`config.mk`:
```
export PLATFORM = sky130hd
export DESIGN_NAME = i2c_addr_slave
export DESIGN_NICKNAME = d
export VERILOG_FILES = /design/src/rtl/i2c_addr_slave.sv
export SDC_FILE = /design/constraint.sdc
export NUM_CORES = 1
export LEC_CHECK = 0
export BUFFER_PORTS_ARGS = -buffer_cell sky130_fd_sc_hd__buf_2
export CORE_MARGIN = 3
export CORE_UTILIZATION = 40
export DETAILED_ROUTE_END_ITERATION = 16
export PLACE_DENSITY_LB_ADDON = 0.08
export SLEW_MARGIN = 40
export SYNTH_ARGS = -nofsm -noshare
export SYNTH_HDL_FRONTEND = slang
export SYNTH_SLANG_ARGS = --single-unit
export TNS_END_PERCENT = 20
```
`constraint.sdc`:
```
create_clock -name clk -period 2.9 [get_ports clk]
set_input_delay 0.145 -clock clk [delete_from_list [all_inputs] [get_ports clk]]
set_output_delay 0.145 -clock clk [all_outputs]
set_load 0.02 [all_outputs]
```
`src/rtl/i2c_addr_slave.sv`:
```
module i2c_addr_slave #(
  parameter int PSC_W     = 8,
  parameter int OA_W      = 16,
  parameter int ARM_TICKS = 4
) (
  input  logic             clk,
  input  logic             rst_n,
  input  logic             enable,
  input  logic             cfg_we,
  input  logic [PSC_W-1:0] cfg_psc,
  input  logic [OA_W-1:0]  cfg_oa,
  input  logic             start_ie,
  input  logic             gc_en,
  input  logic [2:0]       flag_clr,
  input  logic             scl_in,
  input  logic             sda_in,
  output logic             sda_oe,
  output logic             start_flag,
  output logic             oa_flag,
  output logic             gc_flag,
  output logic             bus_busy,
  output logic             rw_dir
);
  localparam int WC_W = $clog2(ARM_TICKS + 1);

  typedef enum logic [2:0] {S_IDLE, S_WAIT, S_ADDR, S_ACK, S_SKIP} st_t;

  st_t              state;
  logic [PSC_W-1:0] psc_r, pcnt;
  logic [6:0]       oa_r;
  logic [WC_W-1:0]  wcnt;
  logic [3:0]       bcnt;
  logic [7:0]       sr;
  logic             scl_s1, scl_s2, scl_q, sda_s1, sda_s2, sda_q;
  logic             unused_oa_hi;

  assign unused_oa_hi = ^cfg_oa[OA_W-1:7];

  wire tick    = enable && (pcnt == psc_r);
  wire start_c = scl_s2 & scl_q & sda_q & ~sda_s2;
  wire stop_c  = scl_s2 & scl_q & ~sda_q & sda_s2;
  wire scl_up  = scl_s2 & ~scl_q;
  wire scl_dn  = ~scl_s2 & scl_q;
  wire own_hit = (sr[7:1] == oa_r);
  wire gc_hit  = gc_en && (sr[7:1] == 7'd0);

  always_ff @(posedge clk or negedge rst_n)
    if (!rst_n) begin
      psc_r <= '0;
      oa_r  <= '0;
    end else if (cfg_we && !enable) begin
      psc_r <= cfg_psc;
      oa_r  <= cfg_oa[6:0];
    end

  always_ff @(posedge clk or negedge rst_n)
    if (!rst_n) begin
      pcnt <= '0;
      {scl_s1, scl_s2, scl_q, sda_s1, sda_s2, sda_q} <= '1;
    end else if (!enable) begin
      pcnt <= '0;
      {scl_s1, scl_s2, scl_q, sda_s1, sda_s2, sda_q} <= '1;
    end else begin
      pcnt <= tick ? '0 : pcnt + 1'b1;
      if (tick) begin
        scl_s1 <= scl_in;  scl_s2 <= scl_s1;  scl_q <= scl_s2;
        sda_s1 <= sda_in;  sda_s2 <= sda_s1;  sda_q <= sda_s2;
      end
    end

  always_ff @(posedge clk or negedge rst_n)
    if (!rst_n) begin
      state      <= S_IDLE;
      wcnt       <= '0;
      bcnt       <= '0;
      sr         <= '0;
      sda_oe     <= 1'b0;
      bus_busy   <= 1'b0;
      rw_dir     <= 1'b0;
      start_flag <= 1'b0;
      oa_flag    <= 1'b0;
      gc_flag    <= 1'b0;
    end else begin
      start_flag <= start_flag & ~flag_clr[0];
      oa_flag    <= oa_flag    & ~flag_clr[1];
      gc_flag    <= gc_flag    & ~flag_clr[2];
      if (!enable) begin
        state    <= S_IDLE;
        sda_oe   <= 1'b0;
        bus_busy <= 1'b0;
      end else if (tick) begin
        if (stop_c) begin
          state    <= S_IDLE;
          sda_oe   <= 1'b0;
          bus_busy <= 1'b0;
        end else if (start_c) begin
          state  <= S_WAIT;
          wcnt   <= '0;
          sda_oe <= 1'b0;
          if (start_ie) start_flag <= 1'b1;
        end else begin
          case (state)
            S_WAIT:
              if (wcnt == WC_W'(ARM_TICKS - 1)) begin
                state    <= S_ADDR;
                bus_busy <= 1'b1;
                bcnt     <= '0;
              end else wcnt <= wcnt + 1'b1;
            S_ADDR: begin
              if (scl_up && bcnt < 4'd8) begin
                sr   <= {sr[6:0], sda_s2};
                bcnt <= bcnt + 1'b1;
              end
              if (scl_dn && bcnt == 4'd8) begin
                if (own_hit || gc_hit) begin
                  state  <= S_ACK;
                  sda_oe <= 1'b1;
                  rw_dir <= sr[0];
                  if (own_hit) oa_flag <= 1'b1;
                  else         gc_flag <= 1'b1;
                end else state <= S_SKIP;
              end
            end
            S_ACK:
              if (scl_dn) begin
                sda_oe <= 1'b0;
                state  <= S_SKIP;
              end
            default: ;
          endcase
        end
      end
    end
endmodule


```
-- Word level (Yosys, flattened, before mapping)
Index checks and enable logic that the tools add are counted.
- order comparisons: 1
- bitwise operators: 19
- equal/unequal tests: 20
- add/subtract/negate cells: 3
- reduce and logical (&&, ||, !) cells: 17
- multiplexer cells: 64
- operators with widths (cell ; number):
    2-to-1 mux 1 bit ; 46
    2-to-1 mux 3 bit ; 11
    != test 5 bit (second input constant) ; 4
    2-to-1 mux 8 bit ; 2
    AND reduction 5 bit ; 3
    AND reduction 7 bit ; 2
    bitwise AND 1 bit ; 10
    equality test 3 x 2 -> 1 bit (second input constant) ; 3
    NOT 1 bit ; 9
    case mux 3 bit (3 select lines) ; 1
    adder 8 x 1 -> 8 bit (second input constant) ; 1
    equality test 8 bit ; 1
    2-to-1 mux 4 bit ; 2
    case mux 4 bit (2 select lines) ; 1
    equality test 7 bit ; 1
    zero test 7 bit ; 1
    != test 2 bit (second input constant) ; 3
    != test 3 x 1 -> 1 bit (second input constant) ; 2
    != test 6 x 1 -> 1 bit (second input constant) ; 1
    AND reduction 6 bit ; 1
    logical AND 1 bit ; 5
    != test 5 x 1 -> 1 bit (second input constant) ; 1
    adder 4 x 1 -> 4 bit (second input constant) ; 1
    equality test 4 bit (second input constant) ; 1
    10 further kinds ; 11
- output and inout bits: 6
- word-level logic and storage cells: 143
- register bits after elaboration: 53

-- Logic depth before layout (Yosys ltp)
Gate-level depths: netlist of the first run.
- depth in word-level cells: 10
- depth in mapped cells: 7

-- Worst setup path before layout of the first run
No wires, ideal clock.
- path type: flip-flop to flip-flop
- start point: reg state[0]
- end point: reg sr[0]
- arrival time: 2.122 ns
- setup time: 0.125 ns
- path slack: 0.653 ns
- clock period less this slack: 2.247 ns
- stages on the path, launching flop included: 6
- data required time: 2.775 ns
- cell sequence: dfrtp_1 > buf_6 > or3b_1 > or4b_4 > nor3_2 > mux2_2
- cells in the longest elaborated chain, start to end: 2
- RTL lines (what ; RTL line ; RTL):
    start: declaration ; 28 ; st_t state;
    start signal: assignment ; 73 ; state <= S_IDLE;
    start signal: assignment ; 88 ; state <= S_IDLE;
    start signal: assignment ; 93 ; state <= S_IDLE;
    equality test 3 x 2 -> 1 bit ; 102 ; case (state)
    AND reduction 6 bit (no source line) ; - ;
    end signal: assignment ; 111 ; sr <= {sr[6:0], sda_s2};
    end: declaration ; 33 ; logic [7:0] sr;
Every way passes these cells.
A chain may end at the register's enable or synchronous reset.

-- Final worst setup path of the first run
- start point: reg state[1]
- end point: reg bcnt[0]
- cells in the longest elaborated chain, start to end: 3
- elaborated cells between the ends (all ways): 7
- those cells by class: 4 x eq/ne; 1 x mux; 2 x reduce/logical
- RTL lines (what ; RTL line ; RTL):
    equality test 3 x 2 -> 1 bit / equality test 3 x 1 -> 1 bit (equally long branches) ; 102 ;
    != test 2 bit (no source line) / nonzero test 2 bit (equally long branches) ; - ;
    AND reduction 7 bit (no source line) ; - ;
    end signal: assignment ; 112 ; bcnt <= bcnt + 1'b1;
    end: declaration ; 32 ; logic [3:0] bcnt;
Parallel ways exist; a longest one is shown, timed or not.

==> results of run 1 <==
logic make-up after synthesis:
logic type                 Yosys count
adders and majority gates            5
xor gates and xnor gates            22
and+or+nand+nor                     72
muxes                               36
DFF                                 53
buffers and inverters               19
AOI/OAI and AO/OA                   26
cell usage in the layout, fill, tap and decap left out, types with 7 or more instances in the layout:
master / synthesis / routed
sky130_fd_sc_hd__buf_2: 0 / 31
sky130_fd_sc_hd__dfrtp_1: 47 / 47
sky130_fd_sc_hd__inv_1: 11 / 11
sky130_fd_sc_hd__mux2_2: 29 / 29
sky130_fd_sc_hd__mux2i_1: 7 / 7
sky130_fd_sc_hd__nand2_1: 19 / 19
sky130_fd_sc_hd__nand3_1: 8 / 8
sky130_fd_sc_hd__nor2_1: 14 / 14
sky130_fd_sc_hd__xnor2_1: 13 / 13
sky130_fd_sc_hd__xor2_1: 9 / 9
registers in the layout, summed over array words and instances (netlist names), 3 cells and up:
signal,cells
pcnt,8
psc_r,8
sr,8
oa_r,7
bcnt,4
state,3
wcnt,3
final cells by class:
class	count	area, sq um	area share, %
Inverter	11	41.3	1.39
Sequential cell	53	1330	44.9
Multi-Input combinational cell	161	1200	40.6
Clock buffer	7	76.3	2.57
Tap cell	75	93.8	3.16
Timing Repair Buffer	38	210	7.08
Clock inverter	1	7.51	0.253
cells in the mapped netlist (all sizes together) (3+ instances only):
library cell / number
o21ai: 7
nor2b: 3
a21oi: 4
inv: 11
nor3: 4
nor2: 14
dfstp: 6
mux2: 29
nand3: 8
clkbuf: 6
xnor2: 13
ha: 5
and3: 3
dfrtp: 47
nand2: 19
mux2i: 7
xor2: 9
nor4: 6
how the worst max path moves through the flow:
| stage | end | slack, ps | cells past startpoint |
|---|---|---|---|
| 2_1_floorplan | sr[0] | 650 | 5 |
| 3_3_place_gp | bcnt[0] | 590 | 4 |
| 3_5_place_dp | bcnt[0] | 600 | 4 |
| 4_1_cts | bcnt[0] | 570 | 4 |
| 5_1_grt | bcnt[0] | 450 | 4 |
| 6_report | bcnt[0] | 560 | 4 |
report_power, final:
group	switching, W	leakage, nW	internal, W
logic	0.0000599	0.655	0.0000708
registers	0.0000264	0.673	0.000774
clock network	0.000242	0.0385	0.000172
total	0.000328	1.37	0.00102
per-stage QoR:
stage / setup slack (ps) / util (%) / std cells
after floorplan: 653 / - / 233
after global placement: 592 / 46.9 / 337
after detailed placement: 595 / 46.9 / 337
after CTS: 568 / 48.4 / 346
after global routing: 449 / 48.4 / 346
final: 560 / 48.4 / 346
routing by layer:
metal / track usage (%) / vias to the layer above / wire [microns]
met1: 21.5 / 852 / 2520
met4: 4.25 / 0 / 57
met5: 0 / - / 0
met3: 2.84 / 5 / 139
li1: - / 895 / -
met2: 22.2 / 22 / 2260
==> results.md, run 1 <==
- The run finished with clean final reports.
- In this run the core area contains 28 standard-cell rows.
- Of all nets on the critical path, the largest fanout is 10.
- The final clock skew is 8.35 ps.
- The total congestion overflow is 0.
- For the final routed database, the setup TNS stands at 0 ps.
- In this run, post-CTS repair resized a total of 0 instances.
- The post-route cell area is a little under 3000 sq um.
- During I/O placement, the number of pins put on the boundary was 41.
- The routed design has between 4000 and 5000 microns of wire.
- STA puts the critical path data arrival time at 2530 ps.
- On the critical path, the stage with the largest delay is an instance of sky130_fd_sc_hd__or4b_4.
- The maximum vdd ir drop is roughly 280 uV.
- The worst reg2reg path endpoint is bcnt[0].
- The worst path uses a little over 80% of the clock period.
- The average instance in the mapped netlist occupies about 11 sq um.
- The register area share after synthesis is between 50% and 60%.
- The number of global-route vias before repair was between 1500 and 2000.
- The cell chosen for the clock root is sky130_fd_sc_hd__clkbuf_8.
- The initial detailed-routing violation count is 66.
- The buffer depth of the longest clock path is 2.
- The area fraction in compound gates after synthesis is ~6.6%.
- Clock latency on the worst-skew pair, taken at its later pin, is 300 ps.
- Setup violations remaining at the end of the flow were counted as 0.
- The kind of capture point of the worst setup path is a flip-flop.
- Setup repair after global routing left no endpoint under its margin.
- The launching element type of the critical path is a flip-flop.
- The HPWL after detailed placement is 3640 microns.
- The post-CTS setup repair buffer count is 0.
- In this run the tool buffered the top-level ports with 31 buffer cells.
- After Yosys synthesis, and, or, nand and nor cells account for 14.5% of the synthesized area.
- The fraction of final layout cells with drive strength greater than 1 is between 20% and 30%.
- Clock-pin slew was measured on the worst setup and hold paths at about 90 ps.
- For the pin with the worst max-slew slack, the measured transition is 710 ps.
- The synthesized cell area is around 2600 sq um.
- The worst min-delay path endpoint is start_flag.
- Counting flops with an async set or reset pin after synthesis yields a share of 100%.
- The startpoint of the worst-slack reg-to-reg timing path is state[1].
- The number of clock sinks seen by CTS is 53.
- The worst register-to-register path has a depth of 4.
- STA puts the critical path data required time at between 3000 and 4000 ps.
- The first global-routing pass estimated about 8900 microns of wire.
- The number of diodes added for antenna fixing is 0.
- Tracing the worst setup path back leads to its startpoint at state[1].
- By area the synthesized netlist is led by sky130_fd_sc_hd__dfrtp_1 (45%), sky130_fd_sc_hd__mux2_2 (12%), sky130_fd_sc_hd__dfstp_2 (6.0%).
- The detailed-route DRC error count is 0.
- Synthesis inferred 53 register bits.
- The residual antenna-violating net count after detailed routing is 0.
- TritonCTS built the clock tree.
- The startpoint identified for the worst hold timing path is flag_clr[0].
- The initial utilization of the core area, before any placement, comes to 42.8%.
- The post-placement cell area is 2870 sq um.
- The floorplan step defined a die boundary enclosing around 7600 sq um.
- The depth of the CTS H-tree is 2.
- The total buffers and inverters traversed by the critical path is 0.
- The die is between 80 and 90 microns tall.
- The chip width is 87.0 microns.
- Static timing analysis puts the maximum clock frequency at 0.427 GHz.
- The cell family contributing the most delay on the critical path is simple AND/OR/NAND/NOR gates.
- Across all hold checks on the routed design, the worst slack comes to around 23 ps.
- After Yosys synthesis, XOR and XNOR cells account for under 10% of the synthesized area.
- The worst hold path was traced through 2 stages.
- The maximum single-stage delay on the critical path is roughly 530 ps.
- The placeable core region is roughly 6000 sq um.
- The critical path goes through or3b_1 > or4b_4 > a211oi_1 > mux2_2.
- The post-synthesis cell count is 233.
- The final-stage net count is 310.
- Synthesis produced a netlist with a net count of approximately 270.
- The relative slew slack is a little over half.
- The reg2reg setup slack is roughly 560 ps.
- Entering global routing, the biggest net connects 33 pins.
- The synthesized design spends more area on one cell type than any other, namely sky130_fd_sc_hd__dfrtp_1.
- The total clock buffers created by CTS is 5.
- The leading register cell type out of synthesis is sky130_fd_sc_hd__dfrtp_1.
- The worst path in the final design needs a cycle of 2340 ps, including I/O delays and setup.
- The via total after detailed routing is 1774.
- The combinational family with the most area after synthesis is multiplexers.
- In this run, distinct cell masters in the synthesized netlist total 45.
- In the final routed layout, each cell accounts on average for 14.4 microns.
- The synthesized netlist devotes 2.39% of its cell area to adder and majority cells.
- The class of the tightest hold or removal check is in -> reg.
- Yosys printed 0 warnings.
- After clock tree synthesis, the flow added hold-fix buffers numbering 1.
- The start-to-end type of the worst setup path is reg -> reg.
- The area share of the leading cell type in the synthesized netlist is 44.9%.
- The number of vias per cell after detailed routing is between 5 and 6.
- The number of antenna violations at the first check in global routing came to 0.
- The design draws roughly 0.0013 W.
- The congestion estimate from routability-driven global placement came to approximately 0.8.
- Relative to the synthesized area, the layout overhead comes to 13.2%.
- For this run, the detailed router's first-pass iteration total came to 4.
- The number of enable-type register cells in the synthesized netlist is 0.
- The power density relative to cell area is between 400 and 500 nW/um^2.
- The leakage power of the design is roughly 1.4 nW.
- The total global-route track usage is 14.7%.
- The layout filler cell count is approximately 600.
- The total count of max-transition violations in the final report is 0.
- The share of synthesized area spent on multiplexers is about 15%.
- The final hold violation count was 0.
- The number of maximum-capacitance constraint violations is 0.
(Power assumes the default switching activity.)
==> run 2: changes to the inputs <==
- clock period: 2.9 -> 2.05 ns (I/O delays scaled with it)
==> results.md, run 2 (synthesized netlist as in run 1, its figures left out) <==
- The library cells used most frequently in the layout, excluding fill and tap cells, are sky130_fd_sc_hd__dfrtp_1 (47), sky130_fd_sc_hd__buf_2 (31), sky130_fd_sc_hd__mux2_2 (22), sky130_fd_sc_hd__buf_4 (22), sky130_fd_sc_hd__nand2_1 (19).
- The TritonCTS clock tree is built.
- The detailed-router iteration count before antenna repair is 4.
- Buffers inserted during clock tree synthesis total 5.
- For the final database, setup skew stands at around 13 ps.
- The clock net in this run drives a total of 53 sinks.
- Clock-pin slew was measured on the worst setup and hold paths at about 90 ps.
- The total placed cells including tap cells is approximately 360.
- The number of placed I/O pins is just over 40.
- The fraction of final layout cells with drive strength greater than 1 is a little over a third.
- The worst hold path begins at scl_in.
- The data arrival time of the critical path is 2390 ps.
- The floorplan step defined a die boundary enclosing ~7600 sq um.
- The maximum vdd ir drop is between 400 and 500 uV.
- STA classifies the critical path startpoint as a flip-flop.
- For this design the static power due to leakage is around 1.5 nW.
- The checks that failed: negative setup slack.
- The maximum fanout count along the critical path is 4.
- The critical path contains buffers and inverters numbering 0 combined.
- The depth of the CTS H-tree is 2.
- Across all layers, the routed design uses 1882 vias.
- The share of the clock period used by the worst path is 105%.
- The total congestion overflow is 0.
- The slew of the pin with the lowest slew margin is 589 ps.
- The pin count of the biggest net entering global routing is 31.
- After detailed routing, the number of remaining DRC violations is 0.
- The global-route wire length before repair is ~9300 microns.
- The number of global-route vias before repair was around 1900.
- After detailed routing, the total wire length is around 5400 microns.
- The relative slew slack is about three fifths.
- In this design, the largest share of critical-path delay is due to simple AND/OR/NAND/NOR gates.
- The post-CTS setup repair buffer count is 0.
- The highest achievable clock rate is 0.466 GHz.
- The number of diodes added for antenna fixing is 0.
- Setup violations remaining at the end of the flow were counted as 10.
- Max-cap violations in this run came to 0.
- In the final timing run, aggregate negative setup slack is -324 ps.
- The initial utilization of the core area, before any placement, comes to roughly 43%.
- Traced cell by cell, the critical path runs through or3b_4 > or4b_4 > a211o_1 > or4_1 > nand3_1.
- The power density relative to cell area is 638 nW/um^2.
- The clock latency of the later-clocked register in the worst-skew pair is roughly 310 ps.
- The residual antenna-violating net count after detailed routing is 0.
- Leaving out fill and tap cells, the most frequent cell in the layout is sky130_fd_sc_hd__dfrtp_1.
- Across every metal layer, demand over resource in global routing totals between 10% and 20%.
- The total count of max-transition violations in the final report is 0.
- The reg2reg setup slack is -90 ps.
- The flow ran to the end, but the final reports show violations.
- Setup repair after global routing could not meet its margin everywhere.
- The global placement routability congestion is slightly below 0.8.
- The count of input and output buffers is 31.
- The final worst slack is -95.0 ps.
- Measured in cells, the most critical reg-to-reg path has a length of 5.
- After the flow finishes, the layout carries non-filler instances totaling 367.
- The worst hold path stage count is 3.
- The worst reg2reg path endpoint is bcnt[2].
- The clock period minus worst slack is between 2000 and 2500 ps.
- For this block, the initial DRC count from the detailed router was slightly below 90.
- The start-to-end type of the worst setup path is reg -> reg.
- The class of the tightest hold or removal check is in -> reg.
- The worst path required time is roughly 2300 ps.
- The number of antenna violations at the first check in global routing is 0.
- Hold is met by slightly above 9 ps.
- The filler cells instantiated in the layout total around 570.
- The number of vias per cell after detailed routing is roughly 5.1.
- The startpoint of the worst-slack reg-to-reg timing path is state[2].
- On the worst path, the slowest cell contributes a delay of between 500 and 600 ps.
- The kind of capture point of the worst setup path is a flip-flop.
- The buffer depth of the longest clock path is 2.
- The final-stage net count is 331.
- In this run the number of cells on the critical path is 5.
- The master of the slowest instance on the critical path is sky130_fd_sc_hd__or4b_4.
- Dividing the detail-routed wire length by the instance count gives 14.7 microns.
- The relative area change from synthesis to final layout is 23.3%.
- The wire-length estimate of the detail-placed layout is between 3000 and 4000 microns.
- The floorplan step defined a core boundary enclosing about 6100 sq um.
- Clock tree synthesis selected as its root buffer the cell sky130_fd_sc_hd__clkbuf_8.
- The count of standard-cell rows is 28.
- In this run the horizontal extent of the chip is ~87 microns.
- The largest registers in the layout are pcnt (8), psc_r (8), sr (8).
- The final hold violation count was 0.
- The height of the chip is around 87 microns.
- The worst min-delay path endpoint is scl_s1.
run 2: changes by cell type in the layout (fill, tap and decap cells not counted), moves of 2 or more:
cell	delta
sky130_fd_sc_hd__buf_4	+16
sky130_fd_sc_hd__mux2_2	-7
sky130_fd_sc_hd__mux2_4	+7
sky130_fd_sc_hd__dlygate4sd3_1	+3
sky130_fd_sc_hd__buf_12	+2
run 2: what timing repair did:
item                                    CTS  global route
gates cloned                              0             0
hold endpoints to repair                 26             0
hold buffers                              4             0
endpoints found under the setup margin   10            15
pin swaps                                 1             0
resized for setup                         8             1
run 2: tightest hold or removal path: cells and delay by family:
kind          cells  cell delay (ps)
buf+inv           1               70
mux               1               50
simple gates      1               60
run 2: per-layer routing:
| metal | vias up | track usage (%) | part of all wire [%] |
|---|---|---|---|
| met2 | 36 | 23.7 | 45 |
| met4 | 0 | 3.82 | 1.1 |
| met1 | 903 | 22.3 | 50 |
| li1 | 937 | - | - |
| met5 | - | 0 | 0 |
| met3 | 6 | 4.35 | 3.8 |
run 2: worst max-delay path by stage:
| stage | startpoint | to | slack (ps) |
|---|---|---|---|
| floorplan | state[0] | bcnt[2] | -160 |
| global placement | state[2] | bcnt[2] | -130 |
| detailed placement | state[2] | bcnt[2] | -150 |
| CTS | state[2] | bcnt[2] | -100 |
| global route | state[2] | bcnt[2] | -170 |
| finish | state[2] | bcnt[2] | -90 |
run 2: final cells by class:
class	instances	area, sq um	share of cell area (%)
timing repair buffer	59	400	12.4
tap	75	93.8	2.90
clock buffer	6	72.6	2.25
multi-input combinational	161	1250	38.7
clock inverter	2	38.8	1.20
inverter	11	41.3	1.28
sequential	53	1330	41.3
run 2: per-stage QoR:
| stage | instance area [sq um] | setup slack, ps | power, W | utilization (%) |
|---|---|---|---|---|
| final | 3230 | -95.0 | 0.00206 | 52.7 |
| after detailed placement | 3050 | -155 | 0.00136 | 49.7 |
| after CTS | 3230 | -96.8 | 0.00209 | 52.6 |
| after floorplan | 2630 | -165 | 0.00126 | - |
| after global placement | 3050 | -131 | 0.00136 | 49.7 |
| after global routing | 3230 | -171 | 0.00216 | 52.7 |
run 2: report_power, final:
group          switching [W]  total, W  internal, W
Clock               0.000354  0.000722     0.000367
Sequential         0.0000370   0.00113      0.00110
Combinational      0.0000921  0.000209     0.000117
==> run 3: changes to the inputs <==
- ABC_AREA: default -> 1
- BUFFER_PORTS_ARGS: -buffer_cell sky130_fd_sc_hd__buf_2 -> -buffer_cell sky130_fd_sc_hd__buf_4
==> results.md, run 3 <==
- The pin count of the biggest net entering global routing is 54.
- The highest achievable clock rate is between 0.5 and 0.6 GHz.
- After layout, the worst path uses 83.0% of the clock period.
- Sorting the synthesized cells by how often they occur yields sky130_fd_sc_hd__nand2_1 (68), sky130_fd_sc_hd__dfrtp_1 (47), sky130_fd_sc_hd__inv_1 (40), sky130_fd_sc_hd__nor2_1 (32), sky130_fd_sc_hd__nand3_1 (16).
- The dominant cell type by area after synthesis is sky130_fd_sc_hd__dfrtp_1.
- The detailed-router iteration count before antenna repair is 4.
- The maximum vdd ir drop is just over 300 uV.
- The tightest hold path in the finished design has a slack of ~6.5 ps.
- Summing over every cut layer, the via total after detailed routing is ~2100.
- At the end of routability-driven placement, the weighted congestion stood at about 0.8.
- In this run the worst setup path terminates at sr[1].
- The area share of the leading cell type in the synthesized netlist is approximately 43%.
- Setup repair after global routing left no endpoint under its margin.
- The synthesized design contains 0 enable-type register cells.
- The worst path in the final design needs a cycle of ~1700 ps, including I/O delays and setup.
- The sequential standard cell area is 1330 sq um.
- The total placed cells including tap cells is about 420.
- On the worst path, the slowest cell contributes a delay of about 570 ps.
- Measured in cells, the most critical reg-to-reg path has a length of 9.
- The relative slew slack is between 50% and 60%.
- For this run, design rule violations remaining after detail routing come to 0.
- The first routing iteration left 96 violations.
- STA puts the critical path data required time at around 2300 ps.
- The global-route wire length before repair is approximately 9500 microns.
- Walking the worst path, the cells encountered are inv_2 > nand4_2 > nand2_2 > nor2_4 > inv_2 > nor2_8 > nand2_2 > nor2_1 > a21oi_2.
- The TritonCTS clock tree is built.
- The post-synthesis register bit count is 53.
- The library cell used most frequently in the layout, excluding fill and tap cells, is sky130_fd_sc_hd__nand2_1.
- Post-CTS timing repair inserted 0 buffers for setup.
- The flow ran to the end, and the final reports show no timing, DRC or antenna violations.
- The floorplan step defined a die boundary enclosing roughly 7900 sq um.
- Buffers placed on the I/O ports in this run total 31.
- In this run the remaining antenna-violating nets after routing total 0.
- The placeable core region is around 6500 sq um.
- The kind of capture point of the worst setup path is a flip-flop.
- The setup total negative slack is 0 ps.
- The tightest min-delay check is of the in -> reg type.
- The top cell types in the final layout, fill and taps aside, are sky130_fd_sc_hd__nand2_1 (68), sky130_fd_sc_hd__dfrtp_1 (47), sky130_fd_sc_hd__inv_1 (40).
- The share of the Yosys chip area taken by registers is between 40 and 50%.
- The number of instances resized during post-cts repair is 0.
- The most used flip-flop cell after synthesis is sky130_fd_sc_hd__dfrtp_1.
- The total global-route track usage is 15.6%.
- In this run the horizontal extent of the chip is 88.8 microns.
- The routed length per placed instance is approximately 12 microns.
- At the end of the flow, the number of nets in the layout was roughly 400.
- The post-route netlist has about a quarter of its cells at a drive strength greater than 1.
- The total clock buffers created by CTS is 5.
- The number of nets in the synthesized netlist is between 300 and 400.
- The worst reg2reg path endpoint is sr[1].
- In this run, post-CTS hold repair placed 4 buffers.
- For this design the ratio of total power to cell area is between 700 and 800 nW/um^2.
- Setup violations remaining at the end of the flow were counted as 0.
- Clock latency on the worst-skew pair, taken at its later pin, is between 300 and 400 ps.
- The number of clock sinks seen by CTS is 53.
- In this run the number of H-tree levels came out at 2.
- The number of vias per cell after detailed routing is 4.75.
- The number of placed I/O pins is 41.
- The initial utilization of the core area, before any placement, comes to a little over two fifths.
- The area taken by multi-input logic gates is 1210 sq um.
- Synthesis handed over a netlist of 318 instances.
- After floorplanning, the core was divided into 29 placement rows.
- The count of unique library cells instantiated by Yosys is 30.
- The analysis attributes to cell leakage a power of between 1.5 and 2 nW.
- The number of diodes added for antenna fixing is 0.
- The maximum fanout count along the critical path is 15.
- The synthesized cell area is ~2700 sq um.
- Yosys printed 0 warnings.
- The clock transition time at the flip-flop clock pins of the worst setup and hold paths is roughly 110 ps.
- The worst hold path was traced through 2 stages.
- In the final layout, the registers with the most flip-flops are pcnt (8), psc_r (8), sr (8).
- The number of global-route vias before repair is a little over 2000.
- In the post-synthesis netlist, the biggest area contributors are sky130_fd_sc_hd__dfrtp_1 (43%), sky130_fd_sc_hd__nand2_1 (9.3%), sky130_fd_sc_hd__dfstp_2 (5.7%).
- The slew of the pin with the lowest slew margin is roughly 700 ps.
- Detailed placement finished with a half-perimeter wire length of ~3900 microns.
- The number of antenna violations at the first check in global routing is 0.
- The total routed wirelength is approximately 5500 microns.
- The post-synthesis async set-or-reset flop share is 100%.
- The final hold violation count is 0.
- The number of maximum-capacitance constraint violations is 0.
- The relative area change from synthesis to final layout is 17.4%.
- The start-to-end type of the worst setup path is reg -> reg.
- For the final database, setup skew stands at approximately 14 ps.
- The post-synthesis average cell area is 8.63 sq um.
- The total count of max-transition violations in the final report is 0.
- The layout has between 600 and 700 filler cells.
- The floorplan step set the die height to 88.8 microns.
- The most frequent cell after synthesis is sky130_fd_sc_hd__nand2_1.
- The number of standard cells in the final layout excluding fillers is 437.
- The master of the slowest instance on the critical path is sky130_fd_sc_hd__dfstp_2.
- The total congestion overflow is 0.
- The reg2reg setup slack is between 300 and 400 ps.
- The cell chosen for the clock root is sky130_fd_sc_hd__clkbuf_8.
- The launching element type of the critical path is a flip-flop.
- The data arrival time of the critical path is 1910 ps.
- The startpoint identified for the worst register-to-register timing path is sda_q.
- The buffer depth of the longest clock path is 2.
- The most critical setup path has its startpoint at sda_q.
-- run 3: changes by cell type in the layout (fill, tap and decap cells not counted), moves of 9 or more --
cell,delta
sky130_fd_sc_hd__nand2_1,+49
sky130_fd_sc_hd__buf_2,-31
sky130_fd_sc_hd__inv_1,+29
sky130_fd_sc_hd__nor2_1,+18
sky130_fd_sc_hd__mux2_2,-11
sky130_fd_sc_hd__buf_4,+10
sky130_fd_sc_hd__o21ai_1,+10
sky130_fd_sc_hd__o21ai_0,+9
-- run 3: area by class of cell --
cell class                 instances  area share [%]
clock buffer                       5            2.14
clock inverter                     3            1.44
inverter                          48            5.59
multi-input combinational        214            37.5
sequential                        53            41.4
tap                               77            2.99
timing repair buffer              37            9.01
-- run 3: worst min-delay path by stage --
stage | startpoint | endpoint
floorplan | rst_n | bcnt[0]
global placement | rst_n | oa_r[1]
detailed placement | rst_n | oa_r[3]
CTS | cfg_oa[2] | oa_r[2]
global route | cfg_oa[5] | oa_r[5]
finish | cfg_oa[2] | oa_r[2]
-- run 3: critical path, delay by kind of cell, from the launching register on --
family | cells | cell delay [ps]
buf+inv | 2 | 140
simple gates | 6 | 850
compound gates | 1 | 40
flops | 1 | 570
-- run 3: through the flow --
step                instance area [sq um]  total power, W  setup WS (ps)  util [%]
floorplan                            2750         0.00149            546         -
global placement                     3060         0.00163            368      47.1
detailed placement                   3060         0.00164            334      47.1
CTS                                  3210         0.00239            322      49.5
global route                         3220         0.00250            184      49.6
finish                               3220         0.00236            349      49.6
-- run 3: power by group --
part           total (W)  internal [W]  leakage (nW)  switching [W]
sequential       0.00118       0.00113         0.655      0.0000565
combinational   0.000439      0.000186         0.871       0.000254
clock           0.000735      0.000366        0.0543       0.000369
-- run 3: layer usage --
layer	global-route usage (%)	vias up	wire [microns]
li1	-	1090	-
met1	21.5	941	2750
met2	24.1	39	2350
met3	3.45	5	293
met4	5.36	0	65
met5	0	-	0
-- run 3: kinds of logic (layout without fill, tap and decap cells) --
logic type               after synthesis  after routing  share of synthesized area (%)
AND/OR/NAND/NOR                      142            142                           24.7
flip-flops                            53             53                           48.6
buffers and inverters                 51             93                           7.43
AO/OA/AOI/OAI                         43             43                           8.39
XOR/XNOR                              13             13                           4.15
multiplexers                          11             11                           4.51
adder cells (fa/ha/maj)                5              5                           2.28
